<file path="src/rtl/irq_gate_pkg.sv">
package irq_gate_pkg;
  localparam int SR_W   = 8;
  localparam int EN_BIT = 7;

  typedef logic [SR_W-1:0] sreg_t;

  // Merge all same-cycle status writes: data store over I/O write over set strobes.
  function automatic sreg_t merge_writes(sreg_t cur, logic set_bit,
                                         logic io_hit, sreg_t io_val,
                                         logic ds_hit, sreg_t ds_val);
    sreg_t v;
    v = cur;
    if (set_bit) v[EN_BIT] = 1'b1;
    if (io_hit)  v = io_val;
    if (ds_hit)  v = ds_val;
    return v;
  endfunction
endpackage

</file>
<file path="src/rtl/irq_sreg_path.sv">
module irq_sreg_path
  import irq_gate_pkg::*;
#(
  parameter int          IO_AW   = 6,
  parameter logic [5:0]  IO_SREG = 6'h3F,
  parameter int          DS_AW   = 16,
  parameter logic [15:0] DS_SREG = 16'h005F
) (
  input  logic             clk,
  input  logic             rst_n,
  input  logic             retire_i,
  input  logic             set_en_i,
  input  logic             rti_i,
  input  logic             io_we_i,
  input  logic [IO_AW-1:0] io_addr_i,
  input  sreg_t            io_wdata_i,
  input  logic             ds_we_i,
  input  logic [DS_AW-1:0] ds_addr_i,
  input  sreg_t            ds_wdata_i,
  input  logic             take_i,
  output sreg_t            sreg_o,
  output logic             open_o,
  output logic             shadow_o,
  output logic             rise_o
);
  sreg_t sreg_q, wr_val, sreg_d;
  logic  shadow_q, shadow_d;
  logic  io_hit, ds_hit;

  assign io_hit = io_we_i && (io_addr_i == IO_SREG[IO_AW-1:0]);
  assign ds_hit = ds_we_i && (ds_addr_i == DS_SREG[DS_AW-1:0]);

  always_comb begin
    wr_val = merge_writes(sreg_q, set_en_i | rti_i, io_hit, io_wdata_i,
                          ds_hit, ds_wdata_i);
    sreg_d = wr_val;
    if (take_i) sreg_d[EN_BIT] = 1'b0;
  end

  assign rise_o = sreg_d[EN_BIT] & ~sreg_q[EN_BIT];

  always_comb begin
    if (rise_o)                          shadow_d = 1'b1;
    else if (!sreg_d[EN_BIT] || retire_i) shadow_d = 1'b0;
    else                                 shadow_d = shadow_q;
  end

  // Open only if the flag was set before, stays set after this cycle's writes, and no shadow.
  assign open_o   = sreg_q[EN_BIT] & wr_val[EN_BIT] & ~shadow_q;
  assign sreg_o   = sreg_q;
  assign shadow_o = shadow_q;

  always_ff @(posedge clk) begin
    if (!rst_n) begin
      sreg_q   <= '0;
      shadow_q <= 1'b0;
    end else begin
      sreg_q   <= sreg_d;
      shadow_q <= shadow_d;
    end
  end

  a_r5_rise_arms_shadow: assert property (@(posedge clk) disable iff (!rst_n)
    $rose(sreg_q[EN_BIT]) |-> shadow_q);
  a_r5_retire_drops_shadow: assert property (@(posedge clk) disable iff (!rst_n)
    (shadow_q && retire_i) |=> !shadow_q);
  a_r11_clear_write_closes: assert property (@(posedge clk) disable iff (!rst_n)
    (io_we_i && io_addr_i == IO_SREG[IO_AW-1:0] && !io_wdata_i[EN_BIT] && !ds_we_i) |-> !open_o);
  a_r9_take_clears_flag: assert property (@(posedge clk) disable iff (!rst_n)
    take_i |=> !sreg_q[EN_BIT]);
endmodule

</file>
<file path="src/rtl/irq_pending.sv">
module irq_pending #(
  parameter int N     = 8,
  localparam int VW   = (N > 1) ? $clog2(N) : 1
) (
  input  logic          clk,
  input  logic          rst_n,
  input  logic [N-1:0]  req_i,
  input  logic [N-1:0]  ack_i,
  output logic [N-1:0]  pend_o,
  output logic          any_o,
  output logic [VW-1:0] vec_o
);
  logic [N-1:0] pend_q;

  // Lowest-numbered set bit wins.
  function automatic logic [VW-1:0] lowest_set(logic [N-1:0] v);
    logic [VW-1:0] idx;
    idx = '0;
    for (int k = N - 1; k >= 0; k--)
      if (v[k]) idx = VW'(k);
    return idx;
  endfunction

  always_ff @(posedge clk) begin
    if (!rst_n) pend_q <= '0;
    else        pend_q <= (pend_q & ~ack_i) | req_i;
  end

  assign pend_o = pend_q;
  assign any_o  = |pend_q;
  assign vec_o  = lowest_set(pend_q);

  a_r10_ack_drops_line: assert property (@(posedge clk) disable iff (!rst_n)
    |(ack_i & ~req_i) |=> ((pend_q & $past(ack_i & ~req_i)) == '0));
  a_r10_line_holds: assert property (@(posedge clk) disable iff (!rst_n)
    |(pend_q & ~ack_i) |=> (($past(pend_q & ~ack_i) & ~pend_q) == '0));
endmodule

</file>
<file path="src/rtl/irq_gate_ctrl.sv">
module irq_gate_ctrl
  import irq_gate_pkg::*;
#(
  parameter int          N_REQ   = 8,
  parameter int          IO_AW   = 6,
  parameter logic [5:0]  IO_SREG = 6'h3F,
  parameter int          DS_AW   = 16,
  parameter logic [15:0] DS_SREG = 16'h005F,
  localparam int         VW      = (N_REQ > 1) ? $clog2(N_REQ) : 1
) (
  input  logic             clk,
  input  logic             rst_n,
  input  logic             retire_i,
  input  logic             set_en_i,
  input  logic             rti_i,
  input  logic             io_we_i,
  input  logic [IO_AW-1:0] io_addr_i,
  input  logic [SR_W-1:0]  io_wdata_i,
  input  logic             ds_we_i,
  input  logic [DS_AW-1:0] ds_addr_i,
  input  logic [SR_W-1:0]  ds_wdata_i,
  input  logic [N_REQ-1:0] req_i,
  input  logic [N_REQ-1:0] ack_i,
  output logic             accept_o,
  output logic [VW-1:0]    vector_o,
  output logic [SR_W-1:0]  sreg_o
);
  logic             gate_open, shadow, en_rise, pend_any;
  logic [N_REQ-1:0] pend;

  irq_sreg_path #(
    .IO_AW(IO_AW), .IO_SREG(IO_SREG), .DS_AW(DS_AW), .DS_SREG(DS_SREG)
  ) u_sreg (
    .clk(clk), .rst_n(rst_n), .retire_i(retire_i), .set_en_i(set_en_i),
    .rti_i(rti_i), .io_we_i(io_we_i), .io_addr_i(io_addr_i),
    .io_wdata_i(io_wdata_i), .ds_we_i(ds_we_i), .ds_addr_i(ds_addr_i),
    .ds_wdata_i(ds_wdata_i), .take_i(accept_o), .sreg_o(sreg_o),
    .open_o(gate_open), .shadow_o(shadow), .rise_o(en_rise)
  );

  irq_pending #(.N(N_REQ)) u_pend (
    .clk(clk), .rst_n(rst_n), .req_i(req_i), .ack_i(ack_i),
    .pend_o(pend), .any_o(pend_any), .vec_o(vector_o)
  );

  assign accept_o = retire_i & gate_open & pend_any;

  a_r7_only_at_boundary: assert property (@(posedge clk) disable iff (!rst_n)
    accept_o |-> retire_i);
  a_r5_no_accept_in_shadow: assert property (@(posedge clk) disable iff (!rst_n)
    accept_o |-> (!shadow && sreg_o[EN_BIT] && !en_rise));
  a_r8_lowest_line: assert property (@(posedge clk) disable iff (!rst_n)
    accept_o |-> (pend[vector_o] &&
                  ((pend & ((N_REQ'(1) << vector_o) - N_REQ'(1))) == '0)));
  a_r1_quiet_after_reset: assert property (@(posedge clk) disable iff (!rst_n)
    $rose(rst_n) |-> (sreg_o == '0 && !accept_o));
endmodule

</file>
<file path="config.mk">
export PLATFORM = sky130hd
export DESIGN_NAME = irq_gate_ctrl
export DESIGN_NICKNAME = d
export VERILOG_FILES = /design/src/rtl/irq_gate_pkg.sv /design/src/rtl/irq_sreg_path.sv /design/src/rtl/irq_pending.sv /design/src/rtl/irq_gate_ctrl.sv
export SDC_FILE = /design/constraint.sdc
export NUM_CORES = 1
export LEC_CHECK = 0
export BUFFER_PORTS_ARGS = -buffer_cell sky130_fd_sc_hd__buf_2
export CELL_PAD_IN_SITES_DETAIL_PLACEMENT = 1
export CELL_PAD_IN_SITES_GLOBAL_PLACEMENT = 2
export CORE_UTILIZATION = 21
export DETAILED_ROUTE_END_ITERATION = 12
export PLACE_DENSITY_LB_ADDON = 0.12
export SYNTH_ARGS = -nofsm -noshare
export SYNTH_HDL_FRONTEND = slang
export SYNTH_SLANG_ARGS = --single-unit
</file>
<file path="constraint.sdc">
create_clock -name clk -period 2.7 [get_ports clk]
set_input_delay 0.54 -clock clk [delete_from_list [all_inputs] [get_ports clk]]
set_output_delay 0.54 -clock clk [all_outputs]
set_load 0.005 [all_outputs]
</file>
# Word-level counts from Yosys, hierarchy flattened

Index checks and enable logic that the tools add are counted.
W data, S select, Z words.

Output and inout port bits: 12
Bits in registers: 17
RAM bits: 0
Bits in latches: 0
Input port bits: 61
Logic and storage cells: 38
Memory bits (read-only): 0
Memories kept: 0

Add/sub/neg operators: 0
Bitwise logic cells: 11
Order comparisons: 0
Reduce and logical (&&, ||, !) cells: 7
Equal/unequal tests: 2
Multiply operators: 0
Muxes and demuxes: 14
Shift-type cells: 0
Div/mod/pow operators: 0

Operators with widths:

| kind                  | number |
|---|---|
| $mux W3               | 8 |
| $eq A16 B7 Y1 const B | 1 |
| $mux W8               | 2 |
| $and A8 B8 Y8         | 1 |
| $not A8 Y8            | 1 |
| $or A8 B8 Y8          | 1 |
| $reduce_or A8 Y1      | 1 |
| $eq A6 B6 Y1 const B  | 1 |
| $and A1 B1 Y1         | 5 |
| $mux W1               | 4 |
| $reduce_bool A2 Y1    | 2 |
| $logic_and A1 B1 Y1   | 2 |
| $not A1 Y1            | 2 |
| $logic_not A1 Y1      | 1 |
| $logic_or A1 B1 Y1    | 1 |
| $or A1 B1 Y1          | 1 |

# Depth between registers and ports, before layout

Gate-level depths: netlist (run 1).

Depth in word-level cells: 13
Gate-level depth with buffers: 6
Gate-level depth less buffers: 5

# Hierarchy

From an unflattened synthesis (run 1), not the netlist that was laid out.

Cell total of the unflattened synthesis: 90
Area total of the unflattened synthesis: 960.9 sq um

Modules (own cells, without submodules):

| module        | instances | cells each | area an instance (sq um) | sequential area each (sq um) |
|---|---|---|---|---|
| irq_sreg_path | 1         | 51         | 603.1                    | 180.2 |
| irq_pending   | 1         | 38         | 351.6                    | 160.2 |
| irq_gate_ctrl | 1         | 1          | 6.3                      | 0.0 |

# Least setup slack after synthesis (run 1)

Ideal clock, no wire load.

Path type: input to output
From: in io_we_i
To: out accept_o
Data required time: 2.160 ns
Stages: 5
Arrival: 1.477 ns
Buffers on the path: 0
Path slack: 0.683 ns
Path through: nand4_2 nor2_8 mux2_4 mux2i_2 nor2_1

Cells in the longest elaborated chain, start to end: 7

Ends and longest elaborated chain:

| item                       | RTL line            | RTL |
|---|---|---|
| start, declared            | irq_gate_ctrl.sv:16 | `input logic io_we_i,` |
| $logic_and A1 B1 Y1        | irq_sreg_path.sv:30 | `assign io_hit = io_we_i && (io_addr_i == IO_SREG[IO_AW-1:0]);` |
| $mux W8                    | irq_gate_pkg.sv:14  | `if (io_hit) v = io_val;` |
| $mux W8                    | irq_gate_pkg.sv:15  | `if (ds_hit) v = ds_val;` |
| $and A1 B1 Y1 (2 in a row) | irq_sreg_path.sv:49 | `assign open_o = sreg_q[EN_BIT] & wr_val[EN_BIT] & ~shadow_q;` |
| $and A1 B1 Y1 (2 in a row) | irq_gate_ctrl.sv:46 | `assign accept_o = retire_i & gate_open & pend_any;` |
| end, declared              | irq_gate_ctrl.sv:24 | `output logic accept_o,` |

Every way passes these cells. The select of a mux whose other input is x is not followed.

# Final worst setup path (run 1)

Ends and elaborated chain as after synthesis.

==> impl_metrics.ini, run 1 <==
[setup_path]
cp_common_cell = buf_2
cp_cell_sequence = buf_2, nand4_2, nor2_8, mux2_4, mux2i_2, nor2_1, buf_2
critPathKind = in -> out
critical_path.top_delay_family = multiplexers
cp_slowest_cell = mux2_4
start_kind = primary input
path_max_fanout = 8
path_buf_inv = 2
crit_required_ns = 2.16
timing.rr.start = u_sreg.sreg_o[7]$_SDFF_PN0_
worstSetupStartpoint = io_we_i
worst-endpoint-arrival_ns = 1.77
crit_path_end_kind = primary output
max_stage_delay_ns = 0.33

[global_routing]
grt_max_degree = 18
grt_pass1_vias = 920
overflow = 0
track_usage_pct = 12.0
antenna_found_initial = 0
grt_pass1_wl_microns = 4100

[route]
drtIter0Drc = 11
via_count = 940
vias_per_cell = 4.39
drcViolationCount = 0
drtAntennaViolNets = 0
routed_wl_microns = 2670
wl_per_cell_microns = 12.5
dr.pass1.iters = 2

[clock_tree]
clock_latency_ns = 0.24
clk_path_buf_depth = 2
clk_transition_reported_paths_ns = 0.07
numCtsBuffers = 3
cts_setup_buffers = 0
ctsResizeCount = 0
cts_tree = done
hold_buffers = 0
cts-root-buf = clkbuf_8
cts_sinks = 17
h-tree-depth = 1

[power_and_ir_drop]
finalPower_mw = 0.552
powerDensity_nw_per_um2 = 412
vdd_ir_drop_max_mv = 0.284
power.leakage_nw = 0.748

[placed_design]
pre_cts_ws_ns = 0.373
placed_cells_incl_taps = 210
portBuffers = 72
dp_hpwl_microns = 2260
gp_congestion = 0.699

[timing]
hold_ws_ns = 0.502
max-slew-margin-rel_pct = 75.2
rsz0062_at_grt = false
worst_pin_slew_ns = 0.368
drv_slew = 0
period_minus_slack_ns = 2.31
hold_viol_final = 0
period_share_pct = 85.6
fmax_ghz = 0.433
fin_ws_ns = 0.390
fin_setup_tns_ns = 0
finalSetupViolCount = 0
fin_worst_skew_ns = 0.00328

[floorplanning]
die_w_microns = 67.1
rows = 23
die_h_microns = 67.1
coreArea_sq_um = 4030
io_pins = 73
die_area_sq_um = 4510
initial_core_util_pct = 22.1

[synthesis]
ys_types = 27
synth-seq-area-share_pct = 38.2
synth.avg_cell_area_sq_um = 9.79
ys.flop_type = dfxtp_1
synth_nets = 152
ys_ff_latch = 17
ys_warn_count = 0
synthCells = 91
synth_area_sq_um = 891
synth_edf_count = 0
async_flop_share_pct = 0

[layout]
n_antenna_cell = 0
synthToLayoutAreaGrowth_pct = 50.4
layout.cells.non_filler = 214
layout_common_cells = buf_2 (72), dfxtp_1 (17), nand2_1 (10), o21a_1 (8)
layout.nets = 226
drive_gt1_share_pct = 50.6
fill_cells = 510
final_common_cell = buf_2

[worst_hold_path]
hold_path.startpoint = req_i[0]
min_path_type = in -> reg

[job]
maxCapViolCount = 0

[status]
status = complete, no violations
==> Yosys cell counts, types with 2 or more instances <==
cell type,count,share of area (%)
dfxtp_1,17,38
nand2_1,10,4.2
o21a_1,8,6.7
mux2i_1,7,7.9
nor2_1,7,2.9
nor2b_1,7,4.9
o211a_1,7,7.9
inv_1,3,1.3
nor3_1,3,1.7
a21oi_1,2,1.1
clkbuf_1,2,0.84
nand4_1,2,1.4
nor4_1,2,1.4
==> cell type report <==
cell class | instances | area, sq um | share of cell area (%)
flip-flops and latches | 17 | 340 | 25.4
well taps | 50 | 62.6 | 4.67
multi-input cells | 68 | 520 | 38.8
clock buffers | 4 | 45.0 | 3.36
repair buffers | 72 | 360 | 26.9
inverters | 3 | 11.3 | 0.840
==> report_power, final <==
| group | internal [mW] | leakage, nW | switching, mW |
|---|---|---|---|
| combinational | 0.0563 | 0.586 | 0.0398 |
| clock | 0.104 | 0.0228 | 0.0807 |
| sequential | 0.262 | 0.140 | 0.00886 |
| total | 0.423 | 0.748 | 0.129 |
==> logic make-up (layout without fill, tap and decap cells) <==
logic type	after synthesis	count (layout)	share of synthesized area, %
AND/OR/NAND/NOR	40	40	30.2
AO/OA/AOI/OAI	19	19	17.1
flip-flops	17	17	38.2
multiplexers	9	9	11.1
buffers and inverters	6	79	3.37
==> path summary, 6_finish.rpt <==
path | end | slack (ns) | cells past startpoint
hold reg to reg | u_sreg.shadow_o$_SDFFE_PN0P_ | 0.59 | 4
setup reg to reg | u_sreg.shadow_o$_SDFFE_PN0P_ | 1.32 | 4
hold / removal | u_pend.pend_o[0]$_SDFF_PN0_ | 0.50 | 2
setup / recovery | accept_o | 0.39 | 7
==> through the flow <==
step,util (%),area (sq um)
global placement,32.1,1290
global route,33.3,1340
finish,33.3,1340
floorplan,-,891
detailed placement,32.1,1290
CTS,33.3,1340
==> flip-flops by register name, summed over array words and instances (netlist names) <==
| name | flops |
|---|---|
| u_pend.pend_o | 8 |
| u_sreg.sreg_o | 8 |
| u_sreg.shadow_o | 1 |
==> metal layers <==
metal | global-route usage, % | up-vias | part of all wire [%]
met5 | 0 | - | 0
met1 | 13.6 | 426 | 41
met2 | 21.4 | 41 | 49
met3 | 3.38 | 2 | 9.4
li1 | - | 471 | -
met4 | 3.99 | 0 | 0.71
(Power assumes the default switching activity.)
==> run 2: changes to the inputs <==
--- a/config.mk
+++ b/config.mk
@@ -10,7 +10,7 @@
 export CELL_PAD_IN_SITES_GLOBAL_PLACEMENT = 2
 export CORE_UTILIZATION = 21
 export DETAILED_ROUTE_END_ITERATION = 12
-export PLACE_DENSITY_LB_ADDON = 0.12
+export PLACE_DENSITY = 0.82
 export SYNTH_ARGS = -nofsm -noshare
 export SYNTH_HDL_FRONTEND = slang
 export SYNTH_SLANG_ARGS = --single-unit
==> run 2 against run 1 <==
Sequential power hardly changed. Combinational power is 2% higher. Count of clock-buffer cells in the layout stayed put. Fmax is 0.62% higher. Critical path depth stayed put. Via count is 0.21% lower. Register-to-register slack hardly changed. Clock skew is 0.00061 ns lower. Flip-flop and latch count stayed put. Routed wire length is 10% higher. Die area stayed put. Global-route usage is 2.3 points higher. Largest cell class unchanged.
==> impl_metrics.ini, run 2 (synthesized netlist as in run 1, its figures left out) <==
[worst_hold_path]
min_path_type = in -> reg
hold_depth = 2

[route]
vias_per_cell = 4.38
drtIter0Drc = 11
drcViolationCount = 0
wl_per_cell_microns = 13.7
via_count = 938
dr.pass1.iters = 2
drtAntennaViolNets = 0
routed_wl_microns = 2940

[setup_path]
start_kind = primary input
max_stage_delay_ns = 0.33
cp_common_cell = buf_2
path_max_fanout = 8
cp_slowest_cell = mux2_4
cp_cell_sequence = buf_2, nand4_2, nor2_8, mux2_4, mux2i_2, nor2_1, buf_2
rr_worst_depth = 4
crit_path_end_kind = primary output
crit_required_ns = 2.16
worst-endpoint-arrival_ns = 1.76
critPathKind = in -> out

[timing]
drv_slew = 0
worst_pin_slew_ns = 0.396
fin_setup_tns_ns = 0
hold_viol_final = 0
rsz0062_at_grt = false
fmax_ghz = 0.436
period_minus_slack_ns = 2.30
period_share_pct = 85.0
finalSetupViolCount = 0
fin_worst_skew_ns = 0.00267
max-slew-margin-rel_pct = 73.4

[floorplanning]
rows = 23
die_area_sq_um = 4510
die_h_microns = 67.1
die_w_microns = 67.1
coreArea_sq_um = 4030
io_pins = 73
initial_core_util_pct = 22.1

[placed_design]
gp_congestion = 0.767
portBuffers = 72
placed_area_sq_um = 1290
placed_cells_incl_taps = 210
dp_hpwl_microns = 2530

[layout]
utilization_pct = 33.3
postLayoutCellArea_sq_um = 1340
ff_latch_area_sq_um = 340
layout_common_cells = buf_2 (72), dfxtp_1 (17), nand2_1 (10), o21a_1 (8)
n_antenna_cell = 0
synthToLayoutAreaGrowth_pct = 50.4
multiInputGateArea_sq_um = 520
drive_gt1_share_pct = 50.6
final_common_cell = buf_2
layout.cells.non_filler = 214
layout.nets = 226
fill_cells = 516

[power_and_ir_drop]
finalPower_mw = 0.555
powerDensity_nw_per_um2 = 414
power.leakage_nw = 0.748
vdd_ir_drop_max_mv = 0.210

[clock_tree]
cts_tree = done
clk_transition_reported_paths_ns = 0.06
ctsResizeCount = 0
h-tree-depth = 1
cts_setup_buffers = 0
clock_latency_ns = 0.24
hold_buffers = 0
numCtsBuffers = 3
cts_sinks = 17
clk_path_buf_depth = 2
cts-root-buf = clkbuf_8

[global_routing]
overflow = 0
track_usage_pct = 14.2
antenna_found_initial = 0
grt_pass1_wl_microns = 4740
grt_pass1_vias = 1006
grt_max_degree = 18

[job]
maxCapViolCount = 0

[status]
status = complete, no violations
## run 2: cell counts in the layout (fill, tap and decap cells not counted)
Identical to the previous run, type by type.
## run 2: area by class of cell
class / count / share of cell area (%)
tap: 50 / 4.67
sequential: 17 / 25.4
clock buffer: 4 / 3.36
inverter: 3 / 0.840
timing repair buffer: 72 / 26.9
multi-input combinational: 68 / 38.8
## run 2: routing by layer
layer	up-vias	part of all wire, %	track usage [%]	wire [microns]
met5	-	0	0	0
met4	0	0.92	4.52	27
met3	2	3.7	2.03	110
met2	23	56	27.5	1660
met1	440	39	15.7	1150
li1	473	-	-	-
## run 2: final timing paths
| kind | from | to | slack (ns) |
|---|---|---|---|
| worst max register to register | u_sreg.sreg_o[7]$_SDFF_PN0_ | u_sreg.sreg_o[7]$_SDFF_PN0_ | 1.31 |
| worst min register to register | u_sreg.shadow_o$_SDFFE_PN0P_ | u_sreg.shadow_o$_SDFFE_PN0P_ | 0.57 |
| worst min-delay path | req_i[3] | u_pend.pend_o[3]$_SDFF_PN0_ | 0.50 |
| worst max-delay path | io_we_i | accept_o | 0.40 |
## run 2: where the power goes
group	leakage [nW]	total [mW]	internal, mW	switching, mW
sequential	0.140	0.271	0.262	0.00938
clock	0.0228	0.186	0.104	0.0815
combinational	0.586	0.0979	0.0564	0.0415
## run 2: critical path: cells and delay by family
kind,cells,cell delay (ns)
simple gates,3,0.46
mux,2,0.53
buf+inv,2,0.22
## run 2: stage by stage
step                setup WS [ns]  hold WS, ns
floorplan                   0.683        0.527
finish                      0.404        0.505
global placement            0.428        0.567
detailed placement          0.392        0.576
global route                0.267        0.488
CTS                         0.385        0.495
==> run 3: changes to the inputs <==
--- a/config.mk
+++ b/config.mk
@@ -8,6 +8,7 @@
 export BUFFER_PORTS_ARGS = -buffer_cell sky130_fd_sc_hd__buf_2
 export CELL_PAD_IN_SITES_DETAIL_PLACEMENT = 1
 export CELL_PAD_IN_SITES_GLOBAL_PLACEMENT = 2
+export CORE_MARGIN = 10
 export CORE_UTILIZATION = 21
 export DETAILED_ROUTE_END_ITERATION = 12
 export PLACE_DENSITY = 0.82
==> run 3 against run 2 <==
Clock skew decreased by 0.0022 ns. Die area increased by 61%. Sequential share of layout area about the same. Combinational power about the same. Global-route usage decreased by 4.7 points. Critical endpoint unchanged. Setup slack improved by 0.0044 ns. Fmax increased by 0.19%. Via count decreased by 1.8%. First-iteration DRC count increased by 120%. Critical path depth unchanged.
==> impl_metrics.ini, run 3 (synthesized netlist as in run 1, its figures left out) <==
[global_routing]
track_usage_pct = 9.54
grt_pass1_wl_microns = 5420
grt_pass1_vias = 1106
grt_max_degree = 18
antenna_found_initial = 0
overflow = 0

[clock_tree]
clock_latency_ns = 0.25
clk_transition_reported_paths_ns = 0.07
h-tree-depth = 1
hold_buffers = 0
cts_tree = done
cts-root-buf = clkbuf_8
clk_path_buf_depth = 2
cts_setup_buffers = 0
numCtsBuffers = 3
cts_sinks = 17
ctsResizeCount = 0

[layout]
final_common_cell = buf_2
layout_common_cells = buf_2 (72), dfxtp_1 (17), nand2_1 (10), o21a_1 (8)
layout.nets = 226
drive_gt1_share_pct = 51.2
synthToLayoutAreaGrowth_pct = 50.6
fill_cells = 499
n_antenna_cell = 0

[floorplanning]
rows = 23
initial_core_util_pct = 22.0
io_pins = 73
die_h_microns = 85.1
die_area_sq_um = 7250
die_w_microns = 85.1
coreArea_sq_um = 4060

[timing]
worst_pin_slew_ns = 0.395
drv_slew = 0
fin_worst_skew_ns = 0.000428
hold_viol_final = 0
finalSetupViolCount = 0
max-slew-margin-rel_pct = 73.4
fin_setup_tns_ns = 0
period_share_pct = 84.9
fmax_ghz = 0.436
rsz0062_at_grt = false
fin_ws_ns = 0.409
period_minus_slack_ns = 2.29

[setup_path]
worst-endpoint-arrival_ns = 1.75
start_kind = primary input
crit_required_ns = 2.16
critPathKind = in -> out
crit_path_end_kind = primary output
path_max_fanout = 8

[route]
wl_per_cell_microns = 16.5
vias_per_cell = 4.30
drcViolationCount = 0
dr.pass1.iters = 4
via_count = 921
routed_wl_microns = 3530
drtIter0Drc = 24
drtAntennaViolNets = 0

[job]
maxCapViolCount = 0

[placed_design]
gp_congestion = 0.721
portBuffers = 72
pre_cts_ws_ns = 0.397

[power_and_ir_drop]
power.leakage_nw = 0.751
vdd_ir_drop_max_mv = 0.210
powerDensity_nw_per_um2 = 412

[worst_hold_path]
min_path_type = in -> reg

[status]
status = complete, no violations
-- run 3: cell count changes in the layout (fill, tap and decap cells not counted) --
cell and delta:
clkbuf_1 -1, clkinv_2 +1
-- run 3: final cells by class --
| type | instances | area [sq um] | share of cell area [%] |
|---|---|---|---|
| clock buffers | 3 | 41.3 | 3.08 |
| clock inverters | 1 | 5.00 | 0.373 |
| inverters | 3 | 11.3 | 0.840 |
| multi-input cells | 68 | 520 | 38.8 |
| flip-flops and latches | 17 | 340 | 25.4 |
| well taps | 50 | 62.6 | 4.66 |
| repair buffers | 72 | 360 | 26.9 |
-- run 3: where the power goes --
part	leakage (nW)	switching (mW)	internal (mW)	total (mW)
logic	0.586	0.0417	0.0564	0.0981
clock network	0.0255	0.0809	0.102	0.183
registers	0.140	0.00942	0.262	0.271
-- run 3: critical path, stage by stage --
cell     delay, ns
buf_2         0.08
nand4_2       0.16
nor2_8        0.25
mux2_4        0.33
mux2i_2       0.20
nor2_1        0.06
buf_2         0.13
-- run 3: metrics by stage --
| stage | utilization [%] | area (sq um) | cells | power [mW] | hold slack (ns) |
|---|---|---|---|---|---|
| finish | 33.1 | 1340 | 214 | 0.552 | 0.499 |
| global route | 33.1 | 1340 | 214 | 0.590 | 0.498 |
| CTS | 33.1 | 1340 | 214 | 0.566 | 0.492 |
| detailed placement | 31.9 | 1290 | 210 | 0.378 | 0.595 |
| global placement | 31.9 | 1290 | 210 | 0.372 | 0.554 |
| floorplan | - | 891 | 91 | 0.313 | 0.527 |
-- run 3: worst paths after layout --
| kind | from | cells after the start | slack [ns] | end |
|---|---|---|---|---|
| max | io_we_i | 7 | 0.41 | accept_o |
| min | req_i[0] | 2 | 0.50 | u_pend.pend_o[0]$_SDFF_PN0_ |
| max reg2reg | u_sreg.sreg_o[7]$_SDFF_PN0_ | 4 | 1.32 | u_sreg.sreg_o[7]$_SDFF_PN0_ |
| min reg2reg | u_sreg.shadow_o$_SDFFE_PN0P_ | 4 | 0.60 | u_sreg.shadow_o$_SDFFE_PN0P_ |
-- run 3: routing by layer --
layer	global-route usage, %	vias to the layer above	routed length, microns
met1	7.98	423	1100
li1	-	473	-
met2	20.2	21	2210
met5	0	-	0
met4	3.89	0	66
met3	2.29	4	142
